--- config.mk ---
export PLATFORM = sky130hd
export DESIGN_NAME = sync_hunt_rx
export DESIGN_NICKNAME = d
export VERILOG_FILES = /design/src/rtl/sh_pkg.sv /design/src/rtl/sh_shift.sv /design/src/rtl/sh_frame.sv /design/src/rtl/sh_match.sv /design/src/rtl/sh_fsm.sv /design/src/rtl/sync_hunt_rx.sv
export SDC_FILE = /design/constraint.sdc
export NUM_CORES = 1
export LEC_CHECK = 0
export CAP_MARGIN = 20
export CORE_MARGIN = 3
export CORE_UTILIZATION = 40
export DETAILED_ROUTE_END_ITERATION = 12
export PLACE_DENSITY_LB_ADDON = 0.12
export SYNTH_ARGS = -nofsm -noshare
export SYNTH_HDL_FRONTEND = slang
export SYNTH_HIERARCHICAL = 1
export SYNTH_SLANG_ARGS = --single-unit
--- constraint.sdc ---
create_clock -name clk -period 4.5 [get_ports clk]
set_clock_uncertainty 0.15 [all_clocks]
set_input_delay 1.35 -clock clk [delete_from_list [all_inputs] [get_ports clk]]
set_output_delay 1.35 -clock clk [all_outputs]
set_load 0.01 [all_outputs]
--- src/rtl/sh_pkg.sv ---
package sh_pkg;
    typedef enum logic [1:0] {
        ST_IDLE = 2'd0,
        ST_HUNT = 2'd1,
        ST_SYN2 = 2'd2,
        ST_CHAR = 2'd3
    } sh_state_e;
endpackage

--- src/rtl/sh_shift.sv ---
// Serial-in shift register; the newest bit enters at the top.
module sh_shift #(
    parameter int FR_W = 9
) (
    input  logic            clk,
    input  logic            rst_n,
    input  logic            step,
    input  logic            din,
    output logic [FR_W-1:0] win
);
    logic [FR_W-1:0] sr_q;

    assign win = {din, sr_q[FR_W-1:1]};

    always_ff @(posedge clk or negedge rst_n) begin
        if (!rst_n)
            sr_q <= '0;
        else if (step)
            sr_q <= win;
    end
endmodule

--- src/rtl/sh_frame.sv ---
// Pulls the data bits and parity status out of the frame window.
module sh_frame #(
    parameter int CHAR_W  = 8,
    parameter int MIN_LEN = 5,
    parameter int LEN_W   = 2,
    parameter int CNT_W   = 4
) (
    input  logic [CHAR_W:0]   win,
    input  logic [LEN_W-1:0]  len,
    input  logic              par_en,
    input  logic              par_odd,
    output logic [CHAR_W-1:0] data,
    output logic [CHAR_W-1:0] mask,
    output logic              par_ok,
    output logic [CNT_W-1:0]  f_len
);
    localparam int FR_W = CHAR_W + 1;

    logic [CNT_W-1:0] n_bits;
    logic [FR_W-1:0]  aligned;

    always_comb begin
        n_bits  = CNT_W'(MIN_LEN) + CNT_W'(len);
        f_len   = n_bits + CNT_W'(par_en);
        aligned = win >> (CNT_W'(FR_W) - f_len);
        mask    = {CHAR_W{1'b1}} >> (CNT_W'(CHAR_W) - n_bits);
        data    = aligned[CHAR_W-1:0] & mask;
        par_ok  = !par_en || (win[FR_W-1] == ((^data) ^ par_odd));
    end
endmodule

--- src/rtl/sh_match.sv ---
// Compares a framed character with one SYN pattern.
module sh_match #(
    parameter int CHAR_W = 8
) (
    input  logic [CHAR_W-1:0] data,
    input  logic [CHAR_W-1:0] pat,
    input  logic [CHAR_W-1:0] mask,
    input  logic              par_ok,
    output logic              hit
);
    assign hit = par_ok && (data == (pat & mask));
endmodule

--- src/rtl/sh_fsm.sv ---
// Hunt / handshake / framing controller.
module sh_fsm
    import sh_pkg::*;
#(
    parameter int CNT_W = 4
) (
    input  logic             clk,
    input  logic             rst_n,
    input  logic             rx_en,
    input  logic             dcd_n,
    input  logic             bit_stb,
    input  logic             ext_en,
    input  logic             ext_sync,
    input  logic             dbl_syn,
    input  logic             strip_syn,
    input  logic [CNT_W-1:0] f_len,
    input  logic             hit1,
    input  logic             hit2,
    output logic             step,
    output logic             xfer,
    output logic             syn_hit
);
    sh_state_e        state, st_n;
    logic [CNT_W-1:0] cnt, cnt_n, cnt_inc;
    logic             prev1, prev1_n;
    logic             en_q, ext_q, pend, pend_n;
    logic             ext_edge;

    // state register
    always_ff @(posedge clk or negedge rst_n) begin
        if (!rst_n) begin
            state <= ST_IDLE;
            cnt   <= '0;
            prev1 <= 1'b0;
            en_q  <= 1'b0;
            ext_q <= 1'b0;
            pend  <= 1'b0;
        end else begin
            state <= st_n;
            cnt   <= cnt_n;
            prev1 <= prev1_n;
            en_q  <= rx_en;
            ext_q <= ext_sync;
            pend  <= pend_n;
        end
    end

    // next state and output strobes
    always_comb begin
        step     = rx_en && !dcd_n && bit_stb;
        ext_edge = ext_en && ext_sync && !ext_q;
        cnt_inc  = cnt + 1'b1;
        st_n     = state;
        cnt_n    = cnt;
        prev1_n  = prev1;
        pend_n   = (pend || ext_edge) && ext_en;
        xfer     = 1'b0;
        syn_hit  = 1'b0;
        if (!rx_en) begin
            st_n    = ST_IDLE;
            cnt_n   = '0;
            prev1_n = 1'b0;
            pend_n  = 1'b0;
        end else if (!en_q) begin
            st_n    = ST_HUNT;
            cnt_n   = '0;
            prev1_n = 1'b0;
        end else if (step && (pend || ext_edge)) begin
            st_n    = ST_CHAR;
            cnt_n   = CNT_W'(1);
            prev1_n = 1'b0;
            syn_hit = 1'b1;
            pend_n  = 1'b0;
        end else if (step) begin
            unique case (state)
                ST_IDLE: begin
                    st_n = ST_HUNT;
                end
                ST_HUNT: begin
                    if (!ext_en) begin
                        if (cnt_inc >= f_len && hit1) begin
                            cnt_n = '0;
                            if (dbl_syn) begin
                                st_n = ST_SYN2;
                            end else begin
                                st_n    = ST_CHAR;
                                syn_hit = 1'b1;
                            end
                        end else if (cnt < f_len) begin
                            cnt_n = cnt_inc;
                        end
                    end
                end
                ST_SYN2: begin
                    if (cnt_inc >= f_len) begin
                        cnt_n = '0;
                        if (hit2) begin
                            st_n    = ST_CHAR;
                            syn_hit = 1'b1;
                        end else begin
                            st_n = ST_HUNT;
                        end
                    end else begin
                        cnt_n = cnt_inc;
                    end
                end
                ST_CHAR: begin
                    if (cnt_inc >= f_len) begin
                        cnt_n   = '0;
                        prev1_n = hit1;
                        if (!ext_en)
                            syn_hit = dbl_syn ? (prev1 && hit2) : hit1;
                        xfer = !(strip_syn && (hit1 || (dbl_syn && hit2)));
                    end else begin
                        cnt_n = cnt_inc;
                    end
                end
            endcase
        end
    end
endmodule

--- src/rtl/sync_hunt_rx.sv ---
module sync_hunt_rx #(
    parameter int CHAR_W  = 8,
    parameter int MIN_LEN = 5,
    localparam int LEN_W  = $clog2(CHAR_W - MIN_LEN + 1)
) (
    input  logic              clk,
    input  logic              rst_n,
    input  logic              bit_stb,
    input  logic              rx_data,
    input  logic              rx_en,
    input  logic              dcd_n,
    input  logic [CHAR_W-1:0] syn1,
    input  logic [CHAR_W-1:0] syn2,
    input  logic [LEN_W-1:0]  char_len,
    input  logic              dbl_syn,
    input  logic              strip_syn,
    input  logic              par_en,
    input  logic              par_odd,
    input  logic              ext_en,
    input  logic              ext_sync,
    input  logic              rd_data,
    input  logic              rd_status,
    output logic [CHAR_W-1:0] hold_data,
    output logic              rdy,
    output logic              syn_det,
    output logic              par_err,
    output logic              ovr_err
);
    localparam int FR_W  = CHAR_W + 1;
    localparam int CNT_W = $clog2(FR_W + 1);
    localparam int N_SYN = 2;

    logic [FR_W-1:0]   win;
    logic [CHAR_W-1:0] data, mask;
    logic              par_ok, step, xfer, syn_hit;
    logic [CNT_W-1:0]  f_len;
    logic [N_SYN-1:0]  hits;
    logic [CHAR_W-1:0] pats [N_SYN];

    assign pats[0] = syn1;
    assign pats[1] = syn2;

    sh_shift #(.FR_W(FR_W)) u_shift (
        .clk(clk), .rst_n(rst_n), .step(step), .din(rx_data), .win(win)
    );

    sh_frame #(.CHAR_W(CHAR_W), .MIN_LEN(MIN_LEN), .LEN_W(LEN_W), .CNT_W(CNT_W)) u_frame (
        .win(win), .len(char_len), .par_en(par_en), .par_odd(par_odd),
        .data(data), .mask(mask), .par_ok(par_ok), .f_len(f_len)
    );

    for (genvar g = 0; g < N_SYN; g++) begin : g_match
        sh_match #(.CHAR_W(CHAR_W)) u_match (
            .data(data), .pat(pats[g]), .mask(mask), .par_ok(par_ok), .hit(hits[g])
        );
    end

    sh_fsm #(.CNT_W(CNT_W)) u_fsm (
        .clk(clk), .rst_n(rst_n), .rx_en(rx_en), .dcd_n(dcd_n), .bit_stb(bit_stb),
        .ext_en(ext_en), .ext_sync(ext_sync), .dbl_syn(dbl_syn), .strip_syn(strip_syn),
        .f_len(f_len), .hit1(hits[0]), .hit2(hits[1]),
        .step(step), .xfer(xfer), .syn_hit(syn_hit)
    );

    // holding register and status
    always_ff @(posedge clk or negedge rst_n) begin
        if (!rst_n) begin
            hold_data <= '0;
            rdy       <= 1'b0;
            syn_det   <= 1'b0;
            par_err   <= 1'b0;
            ovr_err   <= 1'b0;
        end else begin
            syn_det <= syn_hit || (syn_det && !rd_status);
            if (xfer) begin
                hold_data <= data;
                par_err   <= !par_ok;
                ovr_err   <= ovr_err || (rdy && !rd_data);
                rdy       <= 1'b1;
            end else begin
                if (rd_data || !rx_en)
                    rdy <= 1'b0;
                if (rd_status)
                    ovr_err <= 1'b0;
            end
        end
    end
endmodule

* Word level (Yosys, flattened, before mapping)
Cells that the tools add are included.
** Operators by class
- Add/subtract/negate cells :: 5
- $lt $le $gt $ge :: 2
- Equality and inequality tests :: 15
- Shift-type cells :: 2
- Mux-type cells :: 51
- Bitwise logic cells :: 4
- Reduce and logical (&&, ||, !) cells :: 36
** Operator list (count)
- $mux 1 :: 32
- $mux 4 :: 8
- $and 8x8->8 :: 3
- $ne 5x5->1 const B :: 4
- $eq 8x8->1 :: 2
- $mux 2 :: 8
- $logic_and 1x1->1 :: 14
- $ne 4x4->1 const B :: 3
- $ne 6x6->1 const B :: 2
- $shr 9x4->8 :: 1
- $logic_not 1->1 :: 8
- $pmux 4 s2 :: 1
- $reduce_xor 8->1 :: 1
- $shr 8x4->8 const A :: 1
- $sub 4x4->4 const A :: 2
- $logic_or 1x1->1 :: 6
- $pmux 2 s3 :: 1
- $reduce_and 5->1 :: 1
- $add 3x2->4 const A :: 1
- $add 4x1->4 :: 1
- $add 4x1->4 const B :: 1
- $eq 2x2->1 const B :: 2
- $ge 4x4->1 :: 1
- $lt 4x4->1 :: 1
- 9 further kinds :: 10
** Word-level totals
- Bits in registers :: 31
- Input bits :: 32
- Output and inout port bits :: 12
- Logic and storage cells :: 127

* Logic depth before layout (Yosys ltp)
- Depth in word-level cells :: 21
- Gate-level depth with buffers :: 20
- Gate-level depth less buffers :: 18

* Modules after synthesis
The synthesis kept the hierarchy.
** By module, submodules not included
- sh_fsm :: times used 1, cells each 104, area each 909.6 um^2, seq. area each 250.2 um^2
- sh_frame :: times used 1, cells each 90, area each 743.2 um^2, seq. area each 0.0 um^2
- sync_hunt_rx :: times used 1, cells each 31, area each 484.2 um^2, seq. area each 300.3 um^2
- sh_shift :: times used 1, cells each 18, area each 339.1 um^2, seq. area each 200.2 um^2
- sh_match :: times used 2, cells each 20, area each 125.1 um^2, seq. area each 0.0 um^2

* Worst setup path before layout
Ideal clock, no wire load.
- Kind :: input to register
- From :: input port char_len[0]
- To :: register hold_data[0]
- Library setup time :: 125 ps
- Data arrival time :: 4711 ps
- Required time :: 4225 ps
- Setup slack :: -487 ps
- Stages :: 17
- Path buffers :: 2
- Cells stage by stage :: inv_1 ha_1 inv_1 fa_1 buf_6 mux2_4 a21oi_1 nor4_4 xnor3_1 a21oi_1 nand3b_1 o21ai_1 nor3_2 a21o_1 a211oi_1 buf_6 mux2_4
** On the way
- Cells in the longest elaborated chain, start to end :: 20
- Elaborated cells between the ends (all ways) :: 28
- Those cells by class :: add/sub: 4; order compare: 1; eq/ne: 3; shift: 2; mux: 6; bitwise: 4; reduce/logical: 8
** RTL lines
- start: declaration :: RTL line sync_hunt_rx.sv:14 : input logic [LEN_W-1:0] char_len,
- $add 3x2->4 (*) :: RTL line sh_frame.sv:23 : n_bits = CNT_W'(MIN_LEN) + CNT_W'(len);
- $add 4x1->4 :: RTL line sh_frame.sv:24 : f_len = n_bits + CNT_W'(par_en);
- $sub 4x4->4 :: RTL line sh_frame.sv:25 : aligned = win >> (CNT_W'(FR_W) - f_len);
- $shr 9x4->8 :: RTL line sh_frame.sv:25
- $and 8x8->8 (*) :: RTL line sh_frame.sv:27 : data = aligned[CHAR_W-1:0] & mask;
- via data[6] :: RTL line sync_hunt_rx.sv:34 : logic [CHAR_W-1:0] data, mask;
- $reduce_xor 8->1 (*) :: RTL line sh_frame.sv:28 : par_ok = !par_en || (win[FR_W-1] == ((^data) ^ par_odd));
- $xor 1x1->1 (*) :: RTL line sh_frame.sv:28
- [... 2 more ...]
- via par_ok :: RTL line sync_hunt_rx.sv:35 : logic par_ok, step, xfer, syn_hit;
- [... 1 more ...]
- via hits[1] :: RTL line sync_hunt_rx.sv:37 : logic [N_SYN-1:0] hits;
- [... 3 more ...]
- $logic_not 1->1 (*) :: RTL line sh_fsm.sv:113 : xfer = !(strip_syn && (hit1 || (dbl_syn && hit2)));
- $mux 1 (*) :: RTL line sh_fsm.sv:108 : if (cnt_inc >= f_len) begin
- $mux 1 (*) :: RTL line sh_fsm.sv:75 : unique case (state)
- $mux 1 (*) :: RTL line sh_fsm.sv:74 : end else if (step) begin
- $mux 1 (*) :: RTL line sh_fsm.sv:68 : end else if (step && (pend || ext_edge)) begin
- $mux 1 (*) :: RTL line sh_fsm.sv:64 : end else if (!en_q) begin
- $mux 1 (*) :: RTL line sh_fsm.sv:59 : if (!rx_en) begin
- via xfer :: RTL line sync_hunt_rx.sv:35
- end signal: assignment :: RTL line sync_hunt_rx.sv:76 : hold_data <= data;
- end: declaration :: RTL line sync_hunt_rx.sv:23 : output logic [CHAR_W-1:0] hold_data,
Mark *: on every way through the listed nets, which the timed path passes. The rest lies on a longest branch.
A chain may end at the register's enable or synchronous reset.

* Final worst setup path
- From :: input port char_len[0]
- To :: register hold_data[2]
** On the way
- Cells in the longest elaborated chain, start to end :: 20
- Elaborated cells between the ends (all ways) :: 28
- Those cells by class :: add/sub: 4; order compare: 1; eq/ne: 3; shift: 2; mux: 6; bitwise: 4; reduce/logical: 8
** RTL lines (RTL line)
- $add 3x2->4 (*) :: sh_frame.sv:23
- $add 4x1->4 :: sh_frame.sv:24
- $sub 4x4->4 :: sh_frame.sv:25
- $shr 9x4->8 :: sh_frame.sv:25
- $and 8x8->8 (*) :: sh_frame.sv:27
- $reduce_xor 8->1 (*) :: sh_frame.sv:28
- $xor 1x1->1 (*) :: sh_frame.sv:28
- $eq 1x1->1 (*) :: sh_frame.sv:28
- [... 1 more ...]
- via par_ok :: sync_hunt_rx.sv:35
- [... 1 more ...]
- via hits[1] :: sync_hunt_rx.sv:37
- [... 3 more ...]
- $logic_not 1->1 (*) :: sh_fsm.sv:113
- $mux 1 (*) :: sh_fsm.sv:108
- $mux 1 (*) :: sh_fsm.sv:75
- $mux 1 (*) :: sh_fsm.sv:74
- $mux 1 (*) :: sh_fsm.sv:68
- $mux 1 (*) :: sh_fsm.sv:64
- $mux 1 (*) :: sh_fsm.sv:59
- via xfer :: sync_hunt_rx.sv:35
Marks and branches as above.

==> summary.md <==
| Metric | Value |
|---|---|
| RSZ-0062 raised after global routing | yes |
| Synth area leader | dfrtp_1 |
| Synth Cell Area | 2730 um^2 |
| Residual DRC | 0 |
| Max-capacitance violation count | 0 |
| M3 GR Usage | under 10% |
| Headroom to the max-slew limit | 50.4% |
| Worst Setup Path Type | in -> reg |
| Crit end category | flip-flop |
| Worst-Margin Slew | 0.742 ns |
| Share of cells above drive strength 1 | 36.5% |
| TritonCTS Sinks | 30 |
| Clk_lat worst skew | 0.28 ns |
| Hold Path Depth | 1 |
| First drt pass iteration count | 4 |
| First-pass GRT wire length | 11400 um |
| Synth Register Bits | 30 |
| VDD IR-drop max | 0.269 mV |
| I/O pins | 44 |
| Initial Utilization | a little over two fifths |
| Tcrit/Tclk final | 104% |
| H-tree depth | 2 |
| Post-DR vias/cell | just over 5 |
| Final worst setup slack | -0.181 ns |
| Req. time, crit path | 4.52 ns |
| Combinational share of power | around 52% |
| Register area share after synthesis | between 20% and 30% |
| Fin crit period | around 4.7 ns |
| Final hold violation count | 0 |
| Synth Instances | 283 |
| Post-Syn Area per Cell | approximately 9.6 um^2 |
| RePlAce Congestion | 0.826 |
| Post-route cell area | ~4000 um^2 |
| Delay-heaviest family, CP | compound AO/OA/AOI/OAI gates |
| Net Sw Frac | about a third |
| Grt ovf | 0 |
| CTS Buf Count | 5 |
| Max Fclk | roughly 0.21 GHz |
| Routed Antenna Nets | 0 |
| Library cells used by synthesis | between 50 and 60 |
| Failing checks | negative setup slack |
| Fin cells | 471 |
| P_sw | approximately 460 uW |
| Clock network power share | around 21% |
| Die Footprint | about 7800 um^2 |
| Number of inserted diodes | 0 |
| Top cell by count, worst path | buf_6 |
| Hold Crit Class | reg -> reg |
| Dpl cells | about 450 |
| GRT Total Usage | around 18% |
| Pwr Density | around 330 nW/um^2 |
| Core area | 6490 um^2 |
| CTS tree | built |
| Met1 Track Usage GR | about a quarter |
| Max-slew violation count | 0 |
| Cell Int Power | 861 uW |
| Synth Flop Type | dfrtp_1 |
| Commonest non-fill, non-tap cell in the layout | buf_4 |
| Setup violators final | 18 |
| GR peak layer | met2 |
| FP Rows | 29 |
| Max Root-Sink Buffers | 2 |
| Worst path max stage delay | approximately 0.66 ns |
| Initial antenna violation count | 0 |
| Net count after synthesis | between 300 and 400 |
| Die Wd | between 80 and 90 um |
| Worst reg-to-reg path cell count | 13 |
| Die height | between 80 and 90 um |
| Seq pwr share | between 20 and 30% |
| Vias | 2367 |
| Synth async-reset ratio | 100% |
| Critical path, cell by cell | buf_12, inv_12, buf_4, fa_2, buf_6, mux2i_1, a32oi_2, and4bb_1, a21oi_2, xnor2_2, a21oi_1, nand3b_1, o21ai_1, nor3_2, a21o_1, a211oi_2, buf_6, mux2_2 |
| Largest cells by area after synthesis | dfrtp_1 (28%), mux2_4 (9.9%), ha_1 (7.8%), xor2_1 (5.5%), mux2i_1 (4.8%) |
| DRT Wirelength | about 6800 um |
| Outcome | finished with violations |
| Final nets | roughly 440 |
| Ys Warns | 6 |
| WL/cell | roughly 14 um |
| CP Depth | 18 |
| WP data arrival | 4.70 ns |
| Vias in the first global route | 2499 |
| M2 GR Usage | ~31% |
| Crit-path slowest cell | fa_2 |
| Crit Path Max Fanout | 10 |
| Clk root buf | clkbuf_8 |
| Top cell type's share of synthesized area | around 28% |
| DRT iter0 DRCs | between 40 and 50 |
| Critical path launch point type | input port |
| Clk slew on worst S/H paths | 0.07 ns |
| Critical path buffers and inverters | 5 |
| Port-buffer cells | 43 |
| Syn-to-layout area delta | 46.4% |
| HPWL after detailed placement | 5070 um |
| Highest-count cells in the layout ignoring fill and taps | buf_4 (64), clkdlybuf4s50_1 (40), dfrtp_1 (30) |
| Largest net degree at the start of global routing | 31 |
| Post-DP Area | 3630 um^2 |
| Leak | roughly 2.0 nW |
| Number of enable flip-flop cells after synthesis | 0 |
cell families after synthesis:
family | after synthesis | share of synthesized area [%]
adder cells (fa/ha/maj) | 18 | 8.54
XOR/XNOR | 24 | 8.77
multiplexers | 35 | 16.8
AO/OA/AOI/OAI | 53 | 14.0
flip-flops | 30 | 27.5
buffers and inverters | 38 | 7.34
AND/OR/NAND/NOR | 85 | 17.1
cell usage after synthesis, types with 4 or more instances:
| cell type | n |
|---|---|
| ha_1 | 17 |
| xnor2_1 | 4 |
| xor2_1 | 17 |
| nand3_1 | 8 |
| nand2b_1 | 6 |
| dfrtp_1 | 30 |
| buf_6 | 7 |
| o21ai_0 | 6 |
| mux2_4 | 18 |
| a21oi_1 | 14 |
| nand2_1 | 28 |
| inv_1 | 28 |
| a211oi_1 | 4 |
| nand3b_1 | 5 |
| mux2i_1 | 13 |
| nor2_1 | 15 |
power by group through the flow:
stage | Combinational, mW | Clock (mW) | Sequential (mW)
floorplan | 0.419 | 0 | 0.347
global placement | 0.608 | 0 | 0.362
detailed placement | 0.610 | 0 | 0.364
CTS | 0.649 | 0.281 | 0.360
global route | 0.751 | 0.290 | 0.371
finish | 0.684 | 0.271 | 0.365
final timing paths:
kind,from,slack (ns),endpoint
max,char_len[0],-0.18,hold_data[2]$_DFFE_PN0P_
min reg2reg,syn_det$_DFF_PN0_,0.34,syn_det$_DFF_PN0_
min in group asynchronous,rst_n,1.32,hold_data[5]$_DFFE_PN0P_
max reg2reg,u_shift/sr_q[7]$_DFFE_PN0P_,1.23,hold_data[2]$_DFFE_PN0P_
max in group asynchronous,rst_n,2.59,u_fsm/cnt[2]$_DFFE_PN0P_
min,syn_det$_DFF_PN0_,0.34,syn_det$_DFF_PN0_
through the flow:
| step | setup WS [ns] | setup TNS (ns) | utilization (%) | total power, mW | hold WS [ns] |
|---|---|---|---|---|---|
| 2_1_floorplan | -0.215 | -1.97 | - | 0.766 | 0.332 |
| 3_3_place_gp | -0.968 | -16.85 | 55.9 | 0.970 | 0.313 |
| 3_5_place_dp | -1.04 | -17.64 | 55.9 | 0.974 | 0.320 |
| 4_1_cts | -0.225 | -2.84 | 59.9 | 1.29 | 0.337 |
| 5_1_grt | -0.381 | -5.47 | 61.5 | 1.41 | 0.354 |
| 6_report | -0.181 | -2.28 | 61.5 | 1.32 | 0.338 |
sequential cells by signal, summed over array words and instances (netlist names):
register / cells
u_fsm/prev1: 1
rdy: 1
u_fsm/cnt: 4
u_shift/sr_q: 8
u_fsm/en_q: 1
syn_det: 1
u_fsm/pend: 1
u_fsm/ext_q: 1
hold_data: 8
u_fsm/state: 2
ovr_err: 1
par_err: 1
final cells by class:
class | instances | area (um^2)
Multi-Input combinational cell | 215 | 1930
Timing Repair Buffer | 113 | 983
Clock inverter | 3 | 40.0
Tap cell | 77 | 96.3
Clock buffer | 5 | 68.8
Fill cell | 546 | 2500
Inverter | 28 | 120
Sequential cell | 30 | 751
metal layers:
metal  part of all wire [%]  routed length (um)
met1                     48                3230
met2                     48                3250
met3                    3.7                 250
met4                   0.61                  41
met5                      0                   0
what timing repair did:
action	CTS	global route
resized for setup	29	17
hold buffers	0	0
setup buffers	11	3
hold endpoints to repair	0	0
gates cloned	0	0
pin swaps	16	9
setup endpoints to repair	19	18
Power figures use the tool's default switching activity.
